`src/rtl/shadow_dec_pkg.sv`:
```
package shadow_dec_pkg;

  // Kind of bus state seen on the control lines this clock.
  typedef enum logic [2:0] {
    CYC_IDLE    = 3'd0,
    CYC_MEM     = 3'd1,
    CYC_REFRESH = 3'd2,
    CYC_IO      = 3'd3,
    CYC_INTACK  = 3'd4
  } bus_cyc_e;

  // Result of the memory map lookup.
  typedef struct packed {
    logic ram_hit;
    logic bank;
    logic rom_kill;
    logic port_hit;
  } map_res_t;

endpackage

```
`src/rtl/bus_cycle_classify.sv`:
```
module bus_cycle_classify
  import shadow_dec_pkg::*;
(
  input  logic     mreq_n,
  input  logic     iorq_n,
  input  logic     m1_n,
  input  logic     rfsh_n,
  output bus_cyc_e cyc
);

  // I/O request wins over everything: an illegal overlap with /MREQ
  // is treated as I/O so that no memory device is enabled.
  always_comb begin
    if (!iorq_n && !m1_n)       cyc = CYC_INTACK;
    else if (!iorq_n)           cyc = CYC_IO;
    else if (!mreq_n && !rfsh_n) cyc = CYC_REFRESH;
    else if (!mreq_n)           cyc = CYC_MEM;
    else                        cyc = CYC_IDLE;
  end

endmodule

```
`src/rtl/shadow_mode_sync.sv`:
```
module shadow_mode_sync #(
  parameter int SYNC_STAGES = 2
) (
  input  logic clk,
  input  logic rst_n,
  input  logic sw_async,
  input  logic bus_idle,
  output logic shadow_on
);

  logic [SYNC_STAGES-1:0] chain_q, chain_nxt;
  logic                   mode_q, mode_nxt;
  logic                   mode_en;

  // Synchroniser next state: shift the raw switch in at the bottom.
  always_comb begin
    chain_nxt = {chain_q[SYNC_STAGES-2:0], sw_async};
  end

  always_ff @(posedge clk or negedge rst_n) begin
    if (!rst_n) chain_q <= '0;
    else        chain_q <= chain_nxt;
  end

  // Mode register: clock enable only between memory requests.
  always_comb begin
    mode_en  = bus_idle;
    mode_nxt = chain_q[SYNC_STAGES-1];
  end

  always_ff @(posedge clk or negedge rst_n) begin
    if (!rst_n)       mode_q <= 1'b0;
    else if (mode_en) mode_q <= mode_nxt;
  end

  assign shadow_on = mode_q;

endmodule

```
`src/rtl/sram_map_decode.sv`:
```
module sram_map_decode
  import shadow_dec_pkg::*;
#(
  parameter int ADDR_W         = 16,
  parameter int PORT_AW        = 2,
  parameter int GHOST_AW       = 13,
  parameter bit EXEC_NEEDS_A14 = 1'b0
) (
  input  bus_cyc_e          cyc,
  input  logic [ADDR_W-1:0] addr,
  input  logic              m1_n,
  input  logic              wr_n,
  input  logic              shadow_on,
  output map_res_t          res
);

  localparam int TOP = ADDR_W - 1;
  localparam int SUB = ADDR_W - 2;

  logic              mem;
  logic              fold_qual;
  logic              fold;
  logic [ADDR_W-1:0] eff;
  logic              in_port;
  logic              in_ghost;

  // Which fetches count as display execution.
  generate
    if (EXEC_NEEDS_A14) begin : g_qual_a14
      assign fold_qual = addr[SUB];
    end else begin : g_any_upper
      assign fold_qual = 1'b1;
    end
  endgenerate

  always_comb begin
    mem      = (cyc == CYC_MEM);
    fold     = mem && !m1_n && addr[TOP] && fold_qual;
    eff      = fold ? {1'b0, addr[TOP-1:0]} : addr;
    in_port  = mem && m1_n && (&addr[TOP:PORT_AW]);
    in_ghost = (eff[TOP:GHOST_AW] == '0);

    res = '0;
    if (mem) begin
      if (in_port) begin
        res.port_hit = 1'b1;
      end else if (eff[TOP:SUB] == 2'b01) begin
        res.ram_hit = 1'b1;
        res.bank    = 1'b0;
      end else if (eff[TOP:SUB] == 2'b11) begin
        res.ram_hit = 1'b1;
        res.bank    = 1'b1;
      end else if (in_ghost) begin
        if (shadow_on) begin
          res.ram_hit  = 1'b1;
          res.bank     = 1'b1;
          res.rom_kill = 1'b1;
        end else if (!wr_n) begin
          res.ram_hit = 1'b1;
          res.bank    = 1'b1;
        end
      end
    end
  end

endmodule

```
`src/rtl/shadow_ram_decoder.sv`:
```
module shadow_ram_decoder
  import shadow_dec_pkg::*;
#(
  parameter int ADDR_W         = 16,
  parameter int PORT_AW        = 2,
  parameter int GHOST_AW       = 13,
  parameter int SYNC_STAGES    = 2,
  parameter bit EXEC_NEEDS_A14 = 1'b0
) (
  input  logic              clk,
  input  logic              rst_n,
  input  logic [ADDR_W-1:0] addr,
  input  logic              mreq_n,
  input  logic              iorq_n,
  input  logic              rd_n,
  input  logic              wr_n,
  input  logic              m1_n,
  input  logic              rfsh_n,
  input  logic              shadow_sw,
  output logic              ram_ce_n,
  output logic              ram_oe_n,
  output logic              ram_we_n,
  output logic              ram_bank,
  output logic              rom_off_n,
  output logic              port_sel
);

  bus_cyc_e cyc;
  logic     shadow_on;
  map_res_t res;

  bus_cycle_classify u_cls (
    .mreq_n (mreq_n),
    .iorq_n (iorq_n),
    .m1_n   (m1_n),
    .rfsh_n (rfsh_n),
    .cyc    (cyc)
  );

  shadow_mode_sync #(
    .SYNC_STAGES (SYNC_STAGES)
  ) u_mode (
    .clk       (clk),
    .rst_n     (rst_n),
    .sw_async  (shadow_sw),
    .bus_idle  (mreq_n),
    .shadow_on (shadow_on)
  );

  sram_map_decode #(
    .ADDR_W         (ADDR_W),
    .PORT_AW        (PORT_AW),
    .GHOST_AW       (GHOST_AW),
    .EXEC_NEEDS_A14 (EXEC_NEEDS_A14)
  ) u_map (
    .cyc       (cyc),
    .addr      (addr),
    .m1_n      (m1_n),
    .wr_n      (wr_n),
    .shadow_on (shadow_on),
    .res       (res)
  );

  // The select lives on the chip enable; strobes pass straight through.
  assign ram_ce_n  = !res.ram_hit;
  assign ram_bank  = res.bank;
  assign rom_off_n = !res.rom_kill;
  assign port_sel  = res.port_hit;
  assign ram_oe_n  = rd_n;
  assign ram_we_n  = wr_n;

endmodule

```
`config.mk`:
```
export PLATFORM = sky130hd
export DESIGN_NAME = shadow_ram_decoder
export DESIGN_NICKNAME = d
export VERILOG_FILES = /design/src/rtl/shadow_dec_pkg.sv /design/src/rtl/bus_cycle_classify.sv /design/src/rtl/shadow_mode_sync.sv /design/src/rtl/sram_map_decode.sv /design/src/rtl/shadow_ram_decoder.sv
export SDC_FILE = /design/constraint.sdc
export NUM_CORES = 1
export LEC_CHECK = 0
export ABC_AREA = 0
export BUFFER_PORTS_ARGS = -buffer_cell sky130_fd_sc_hd__buf_2
export CORE_AREA = 2 2 39 41
export DETAILED_ROUTE_END_ITERATION = 16
export DIE_AREA = 0 0 41 43
export PLACE_DENSITY = 0.62
export SYNTH_ARGS = -nofsm -noshare
export SYNTH_HDL_FRONTEND = slang
export SYNTH_HIERARCHICAL = 1
export SYNTH_SLANG_ARGS = --single-unit
```
`constraint.sdc`:
```
create_clock -name clk -period 1.4 [get_ports clk]
set_input_delay 0.21 -clock clk [delete_from_list [all_inputs] [get_ports clk]]
set_output_delay 0.21 -clock clk [all_outputs]
set_load 0.1 [all_outputs]
```
* Word level (Yosys, flattened, before mapping) *
Index checks and enable logic that the tools add are counted.

storage, ports and cells
  bits in registers = 3
  bits in latches = 0
  memory bits (writable) = 0
  bits in read-only memories = 0
  input bits = 25
  output and inout bits = 6
  word-level logic and storage cells = 35
  memories kept = 0

cells by class
  $add $sub $neg = 0
  $mul = 0
  div/mod/pow operators = 0
  order comparisons = 0
  equality and inequality tests = 3
  shifts and indexed selects = 0
  multiplexer cells = 16
  bitwise logic cells = 0
  reductions and logical operators = 14

operator list
  kind                                                             count
  16-bit 2-to-1 mux                                                1
  3-bit 2-to-1 mux                                                 5
  14-bit AND reduction                                             1
  2-bit 2-to-1 mux                                                 4
  1-bit logical AND                                                6
  1-bit logical NOT                                                6
  1-bit 2-to-1 mux                                                 5
  4-bit 2-to-1 mux                                                 1
  3-bit by 1-bit == test with 1-bit output, second input constant  1
  3-bit logical NOT                                                1
  2-bit by 1-bit == test with 1-bit output, second input constant  1
  2-bit == test, second input constant                             1

* Longest topological paths before layout *
Gate-level depths: netlist of run 1.

  word-level depth = 16
  gate-level depth with buffers = 6
  mapped depth without buffers = 6

* Hierarchy *
Netlist of run 1, hierarchy kept.

by module, submodules not included
  module              times used  cells each  area each (µm²)  seq. area each (µm²)
  sram_map_decode     1           21          143.9            0.0
  shadow_mode_sync    1           4           90.1             75.1
  bus_cycle_classify  1           6           30.0             0.0
  shadow_ram_decoder  1           4           22.5             0.0

* Worst setup path after synthesis of run 1 *
OpenSTA, ideal clock, no wires.

  path kind = input to output
  start point = input port mreq_n
  end point = output port ram_bank
  data arrival time = 3.250 ns
  data required time = 1.190 ns
  setup slack = -2.060 ns
  stages on the path = 5
  path buffers = 0
  cell sequence = nand2b_1 -> o21ai_1 -> nor4b_4 -> or3_1 -> a211oi_1

between the ends
  cells in the longest elaborated chain, start to end = 15
  elaborated cells on any way between the ends = 20
  those cells by class = 3 x eq/ne; 10 x mux; 7 x reduce/logical

ends and longest elaborated chain
  element                                     RTL line                  RTL
  start, declared                             shadow_ram_decoder.sv:13  input logic mreq_n,
  1-bit logical NOT *                         bus_cycle_classify.sv:16  else if (!mreq_n && !rfsh_n) cyc = CYC_REFRESH;
  1-bit logical AND *                         bus_cycle_classify.sv:16
  3-bit 2-to-1 mux *                          bus_cycle_classify.sv:16
  3-bit 2-to-1 mux *                          bus_cycle_classify.sv:15  else if (!iorq_n) cyc = CYC_IO;
  3-bit 2-to-1 mux *                          bus_cycle_classify.sv:14  if (!iorq_n && !m1_n) cyc = CYC_INTACK;
  net cyc[1]                                  shadow_ram_decoder.sv:28  bus_cyc_e cyc;
  3-bit by 1-bit == test with 1-bit output *  sram_map_decode.sv:37     mem = (cyc == CYC_MEM);
  1-bit logical AND (2 in series)             sram_map_decode.sv:38     fold = mem && !m1_n && addr[TOP] && fold_qual;
  16-bit 2-to-1 mux                           sram_map_decode.sv:39     eff = fold ? {1'b0, addr[TOP-1:0]} : addr;
  3-bit logical NOT                           sram_map_decode.sv:41     in_ghost = (eff[TOP:GHOST_AW] == '0);
  3-bit 2-to-1 mux                            sram_map_decode.sv:53     end else if (in_ghost) begin
  2-bit 2-to-1 mux                            sram_map_decode.sv:50     end else if (eff[TOP:SUB] == 2'b11) begin
  2-bit 2-to-1 mux                            sram_map_decode.sv:47     end else if (eff[TOP:SUB] == 2'b01) begin
  3-bit 2-to-1 mux                            sram_map_decode.sv:45     if (in_port) begin
  4-bit 2-to-1 mux *                          sram_map_decode.sv:44     if (mem) begin
  end, declared                               shadow_ram_decoder.sv:23  output logic ram_bank,

The timed path passes the listed nets; every way through them passes the cells marked *.

* Worst setup path after layout of run 1 *
  start point = input port mreq_n
  end point = output port ram_bank

between the ends
  cells in the longest elaborated chain, start to end = 15
  elaborated cells on any way between the ends = 20
  those cells by class = 3 x eq/ne; 10 x mux; 7 x reduce/logical

ends and longest elaborated chain
  element                                     RTL line
  1-bit logical NOT                           bus_cycle_classify.sv:16
  1-bit logical AND                           bus_cycle_classify.sv:16
  3-bit 2-to-1 mux *                          bus_cycle_classify.sv:16
  3-bit 2-to-1 mux *                          bus_cycle_classify.sv:15
  3-bit 2-to-1 mux *                          bus_cycle_classify.sv:14
  net cyc[0]                                  shadow_ram_decoder.sv:28
  3-bit by 1-bit == test with 1-bit output *  sram_map_decode.sv:37
  1-bit logical AND (2 in series)             sram_map_decode.sv:38
  16-bit 2-to-1 mux                           sram_map_decode.sv:39
  3-bit logical NOT                           sram_map_decode.sv:41
  3-bit 2-to-1 mux                            sram_map_decode.sv:53
  2-bit 2-to-1 mux                            sram_map_decode.sv:50
  2-bit 2-to-1 mux                            sram_map_decode.sv:47
  3-bit 2-to-1 mux                            sram_map_decode.sv:45
  4-bit 2-to-1 mux *                          sram_map_decode.sv:44

Marks and branches as above.

==> flow_summary_export.csv, run 1 <==
group,metric,value,unit
outcome,outcome,"complete, but fails checks",
outcome,violations,"negative setup slack",
setup_path,endpoint_kind,"output pin",
clocking,cts_made_buffers,3,
cells_and_area,nets,100,
placed_design,placedInstanceArea,587,um2
timing,period_needed,1780,ps
grt,overflow,0,
die,die_w,41,um
clocking,clk_latency,230,ps
setup_path,cp.required,1190,ps
timing,hold_ws,86.3,ps
cells_and_area,fillers,131,
route,postRouteAntennaNets,0,
grt,grt_max_degree,5,
synth,yosys-top-cells-area,"dfrtp_1, nor4b_4, inv_1, o211ai_1, nand2b_1",
die,num_rows,14,
timing,rsz0062_at_grt,"true",
cells_and_area,layout.cells.most_common,"buf_2",
placed_design,hpwl,772,um
power,power.density,595,nW/um2
die,chipHeight,43,um
die,coreArea,1380,um2
timing,finalHoldViolCount,0,
synth,ys_warn_count,6,
timing,min_period_over_period,1.27,
grt,grt_pass1_vias,418,
power,peakVddDrop,432,uV
setup_path,path_cells,"buf_6 > nand2b_4 > o21ai_4 > nor4b_4 > o211ai_1 > a211oi_4 > buf_12",
grt,antenna_found_initial,0,
synth,yosys.area.top_type,"dfrtp_1",
setup_path,critical-path-top-delay-family,"compound AO/OA/AOI/OAI gates",
synth,syn-instance-count,35,
timing,relSlewSlack,0.679,
die,die_area,1760,um2
clocking,cts_sinks,3,
timing,max_freq,0.560,GHz
placed_design,dp_cells,84,
min_path,holdCritPathClass,"in -> reg",
power,switching_share,0.317,
cells_and_area,drive_above_1_share,0.730,
setup_path,slowest_delay,310,ps
cells_and_area,final_cell_area,714,um2
synth,syn_avg_cell_area,8.19,um2
die,initial_core_util,0.207,
setup_path,critPathBufInv,2,
die,boundaryPins,31,
synth,synth_top_area_share,0.262,
setup_path,crit_path_top_delay_cell,"a211oi_4",
timing,max_slew.worst_pin.slew,485,ps
route,wl_per_cell,10.1,um
clocking,cts_tree,"built",
power,power_frac_seq,0.223,
power,p_int,290,uW
synth,synth-seq-area-share,0.262,
power,combPwrFrac,0.428,
setup_path,worstSetupPathType,"in -> out",
placed_design,gp_congestion,0.669,
setup_path,start_kind,"input port",
timing,fin_ws,-385,ps
grt,grt_pass1_wl,1450,um
timing,setup-violations-final,4,
setup_path,crit_path_max_fanout,4,
route,drc,0,
placed_design,portBuffers,26,
clocking,htreeDepth,1,
grt,track_usage,0.121,
synth,synth.distinct_cells,17,
route,avgViaCountPerCell,4.52,
synth,syn-num-nets,60,
cells_and_area,n_antenna_cell,0,
cells_and_area,final_cell_mix,"buf_2, buf_4, buf_12",
setup_path,worst_ep_arrival_time,1570,ps
clocking,cts-root-buf,"clkbuf_4",
synth,netlist_area,287,um2
route,dr.pass1.iters,2,
clocking,clkTransAtPathRegs,40,ps
timing,drv_slew,0,
route,drtIter0Drc,2,
cells_and_area,syn2layout_area_growth,149,%
route,vias,407,
power,clkPwrFrac,0.349,
cells_and_area,layout.cells.non_filler,90,
clocking,cts_max_path_buffers,2,
power,power.switching,134,uW
timing,fin_skew,0.516,ps
route,wl,911,um
power,leakage,0.000337,uW
run,cap_violations,0,
synth,synth_seq_cells,3,
==> metal layers <==
metal | wire length [um] | global-route usage | vias to the layer above | share of wire
met3 | 91 | 0.0157 | 0 | 0.10
met1 | 270 | 0.110 | 185 | 0.30
met4 | 0 | 0.0600 | 0 | 0
met5 | 0 | 0 | - | 0
li1 | - | - | 201 | -
met2 | 549 | 0.231 | 21 | 0.60
==> cells in the mapped netlist, drive strengths merged <==
cell type	number
a211oi	2
buf	2
dfrtp	3
inv	6
mux2	1
nand2	1
nand2b	3
nand3	1
nand4	3
nor2	3
nor2b	1
nor3	1
nor4	1
nor4b	1
o211ai	3
o21ai	2
or3	1
==> power by group through the flow <==
| stage | combinational, uW | sequential, uW | clock [uW] |
|---|---|---|---|
| after global placement | 155 | 95.9 | 0 |
| after floorplan | 101 | 96.1 | 0 |
| after detailed placement | 157 | 96.0 | 0 |
| after CTS | 172 | 94.9 | 158 |
| final | 182 | 94.8 | 148 |
| after global routing | 195 | 95.8 | 171 |
==> state kept, by name, summed over array words and instances (netlist names) <==
name,flops
u_mode/chain_q,2
u_mode/shadow_on,1
==> timing repair <==
| item | 4_1_cts | 5_1_grt |
|---|---|---|
| gates resized for setup | 12 | 9 |
| setup buffers | 1 | 0 |
| hold endpoints to repair | 3 | 0 |
| hold buffers | 1 | 0 |
| endpoints found under the setup margin | 4 | 4 |
| pin swaps | 7 | 4 |
==> kinds of logic after synthesis <==
| group | share of synthesized area |
|---|---|
| AOI/OAI and AO/OA | 0.166 |
| buffers and inverters | 0.131 |
| DFF | 0.262 |
| muxes | 0.0524 |
| and+or+nand+nor | 0.389 |
==> area by class of cell <==
cell class | instances | area (um2) | area share
Timing Repair Buffer | 37 | 310 | 0.434
Multi-Input combinational cell | 24 | 258 | 0.361
Sequential cell | 3 | 75.1 | 0.105
Clock buffer | 4 | 26.3 | 0.0368
Inverter | 6 | 25.0 | 0.0350
Tap cell | 16 | 20.0 | 0.0280
==> per-stage QoR <==
| stage | worst slack (ps) | total power [uW] | utilization | TNS (ps) |
|---|---|---|---|---|
| 6_report | -385 | 425 | 0.516 | -1020 |
| 5_1_grt | -430 | 463 | 0.516 | -1310 |
| 4_1_cts | -378 | 425 | 0.488 | -1020 |
| 3_5_place_dp | -481 | 253 | 0.424 | -1670 |
| 3_3_place_gp | -436 | 251 | 0.424 | -1510 |
| 2_1_floorplan | -664 | 197 | - | -1010 |
==> final timing paths <==
check,from,endpoint,slack [ps],depth (start not counted)
worst max-delay path,mreq_n,ram_bank,-380,7
worst min-delay path,shadow_sw,u_mode/chain_q[0],90,1
worst max register to register,u_mode/shadow_on,u_mode/shadow_on,530,2
worst min register to register,u_mode/chain_q[0],u_mode/chain_q[1],350,0
max in group asynchronous,rst_n,u_mode/chain_q[1],990,2
min in group asynchronous,rst_n,u_mode/chain_q[0],310,2
(Power assumes the default switching activity.)
==> run 2, diff against run 1 <==
MAX_ROUTING_LAYER = met4   (was default)
==> run 2 against run 1 <==
Effect of this change:
- the flow still finishes with violations (negative setup slack)
- combinational power about the same
- clock power about the same
- sequential power about the same
- cell count unchanged
- routed wire length decreased by 0.33%
- sequential share of layout area unchanged
- non-clock buffer count unchanged
- global-route usage increased by 0.30 points
- worst setup slack unchanged
- via count unchanged
- critical path type unchanged
- largest power group unchanged
==> flow_summary_export.csv, run 2 (synthesized netlist as in run 1, its figures left out) <==
group,metric,value,unit
outcome,outcome,"complete, but fails checks",
outcome,violations,"negative setup slack",
grt,grt_max_degree,5,
power,clkPwrFrac,0.348,
die,num_rows,14,
setup_path,worst_ep_arrival_time,1570,ps
placed_design,dp_cells,84,
grt,antenna_found_initial,0,
route,postRouteAntennaNets,0,
cells_and_area,seq_area,75.1,um2
cells_and_area,layout.cells.non_filler,90,
power,combPwrFrac,0.428,
clocking,clkTransAtPathRegs,40,ps
timing,fin_ws,-385,ps
power,leakage,0.000337,uW
setup_path,endpoint_kind,"output pin",
power,power_frac_seq,0.223,
run,cap_violations,0,
cells_and_area,layout.cells.most_common,"buf_2",
route,wl_per_cell,10.1,um
timing,max_freq,0.560,GHz
clocking,cts_made_buffers,3,
timing,min_period_over_period,1.27,
clocking,cts_sinks,3,
die,coreArea,1380,um2
die,die_area,1760,um2
clocking,clk_latency,230,ps
timing,tns,-1020,ps
power,peakVddDrop,432,uV
min_path,holdCritPathClass,"in -> reg",
cells_and_area,largest_reg_flops,2,
clocking,cts_tree,"built",
die,die_w,41,um
power,switching_share,0.316,
clocking,htreeDepth,1,
route,dr.pass1.iters,2,
power,power.density,594,nW/um2
clocking,cts_max_path_buffers,2,
route,avgViaCountPerCell,4.52,
setup_path,crit_path_max_fanout,4,
placed_design,gp_congestion,0.675,
timing,finalHoldViolCount,0,
route,drc,0,
timing,relSlewSlack,0.679,
cells_and_area,drive_above_1_share,0.730,
placed_design,hpwl,772,um
grt,overflow,0,
grt,grt_pass1_wl,1450,um
grt,track_usage,0.124,
cells_and_area,regMostFlops,"u_mode/chain_q",
setup_path,slowest_delay,310,ps
route,drtIter0Drc,2,
setup_path,critPathBufInv,2,
setup_path,path_cells,"buf_6 > nand2b_4 > o21ai_4 > nor4b_4 > o211ai_1 > a211oi_4 > buf_12",
cells_and_area,fillers,131,
clocking,cts-root-buf,"clkbuf_4",
power,p_int,290,uW
timing,rsz0062_at_grt,"true",
route,wl,908,um
cells_and_area,final_cell_mix,"buf_2, buf_4, buf_12",
route,vias,407,
setup_path,cp.required,1190,ps
die,boundaryPins,31,
placed_design,dp_slack,-481,ps
power,power.switching,134,uW
cells_and_area,n_antenna_cell,0,
timing,max_slew.worst_pin.slew,485,ps
timing,setup-violations-final,4,
die,chipHeight,43,um
setup_path,worstSetupPathType,"in -> out",
die,initial_core_util,0.207,
cells_and_area,multi_input_area,258,um2
placed_design,portBuffers,26,
timing,period_needed,1780,ps
setup_path,crit_path_top_delay_cell,"a211oi_4",
cells_and_area,syn2layout_area_growth,149,%
setup_path,start_kind,"input port",
grt,grt_pass1_vias,416,
cells_and_area,nets,100,
timing,drv_slew,0,
timing,fin_skew,0.554,ps
setup_path,critical-path-top-delay-family,"compound AO/OA/AOI/OAI gates",
==> run 2: layout make-up <==
type,instances,area share
clock buffers,4,0.0368
inverters,6,0.0350
multi-input cells,24,0.361
flip-flops and latches,3,0.105
well taps,16,0.0280
repair buffers,37,0.434
==> run 2: per-layer routing <==
metal / global-route usage / vias to the layer above / part of all wire
met2: 0.231 / 21 / 0.60
met4: 0.0600 / 0 / 0
met1: 0.110 / 185 / 0.29
met3: 0.0157 / 0 / 0.10
met5: - / - / 0
li1: - / 201 / -
==> run 2: power by group through the flow <==
| stage | clock network, uW | registers [uW] | logic (uW) |
|---|---|---|---|
| 2_1_floorplan | 0 | 96.1 | 101 |
| 3_3_place_gp | 0 | 95.9 | 155 |
| 3_5_place_dp | 0 | 96.0 | 157 |
| 4_1_cts | 158 | 94.9 | 172 |
| 5_1_grt | 171 | 95.8 | 195 |
| 6_report | 148 | 94.8 | 182 |
==> run 2: repair_timing <==
item	CTS	global route
pin swaps	7	4
endpoints found under the hold margin	3	0
hold buffers	1	0
setup buffers	1	0
endpoints found under the setup margin	4	4
gates resized for setup	12	9
==> run 2: path summary, 6_finish.rpt <==
check | slack [ps] | depth (start not counted) | end | start
max in group asynchronous | 990 | 2 | u_mode/chain_q[1] | rst_n
min in group asynchronous | 310 | 2 | u_mode/chain_q[0] | rst_n
hold reg to reg | 350 | 0 | u_mode/chain_q[1] | u_mode/chain_q[0]
setup reg to reg | 530 | 2 | u_mode/shadow_on | u_mode/shadow_on
setup / recovery | -380 | 7 | ram_bank | mreq_n
hold / removal | 90 | 1 | u_mode/chain_q[0] | shadow_sw
==> run 2: metrics by stage <==
stage	utilization	total power, uW	instance area (um2)	hold slack (ps)
finish	0.516	425	714	86.4
global route	0.516	463	714	73.1
CTS	0.488	425	676	75.5
detailed placement	0.424	253	587	6.92
floorplan	-	197	354	-85.6
global placement	0.424	251	587	4.96
==> run 2: worst reg2reg max path, stage by stage, from the launching register on <==
cell and delay [ps]:
dfrtp_1 360, buf_4 130, mux2_4 260
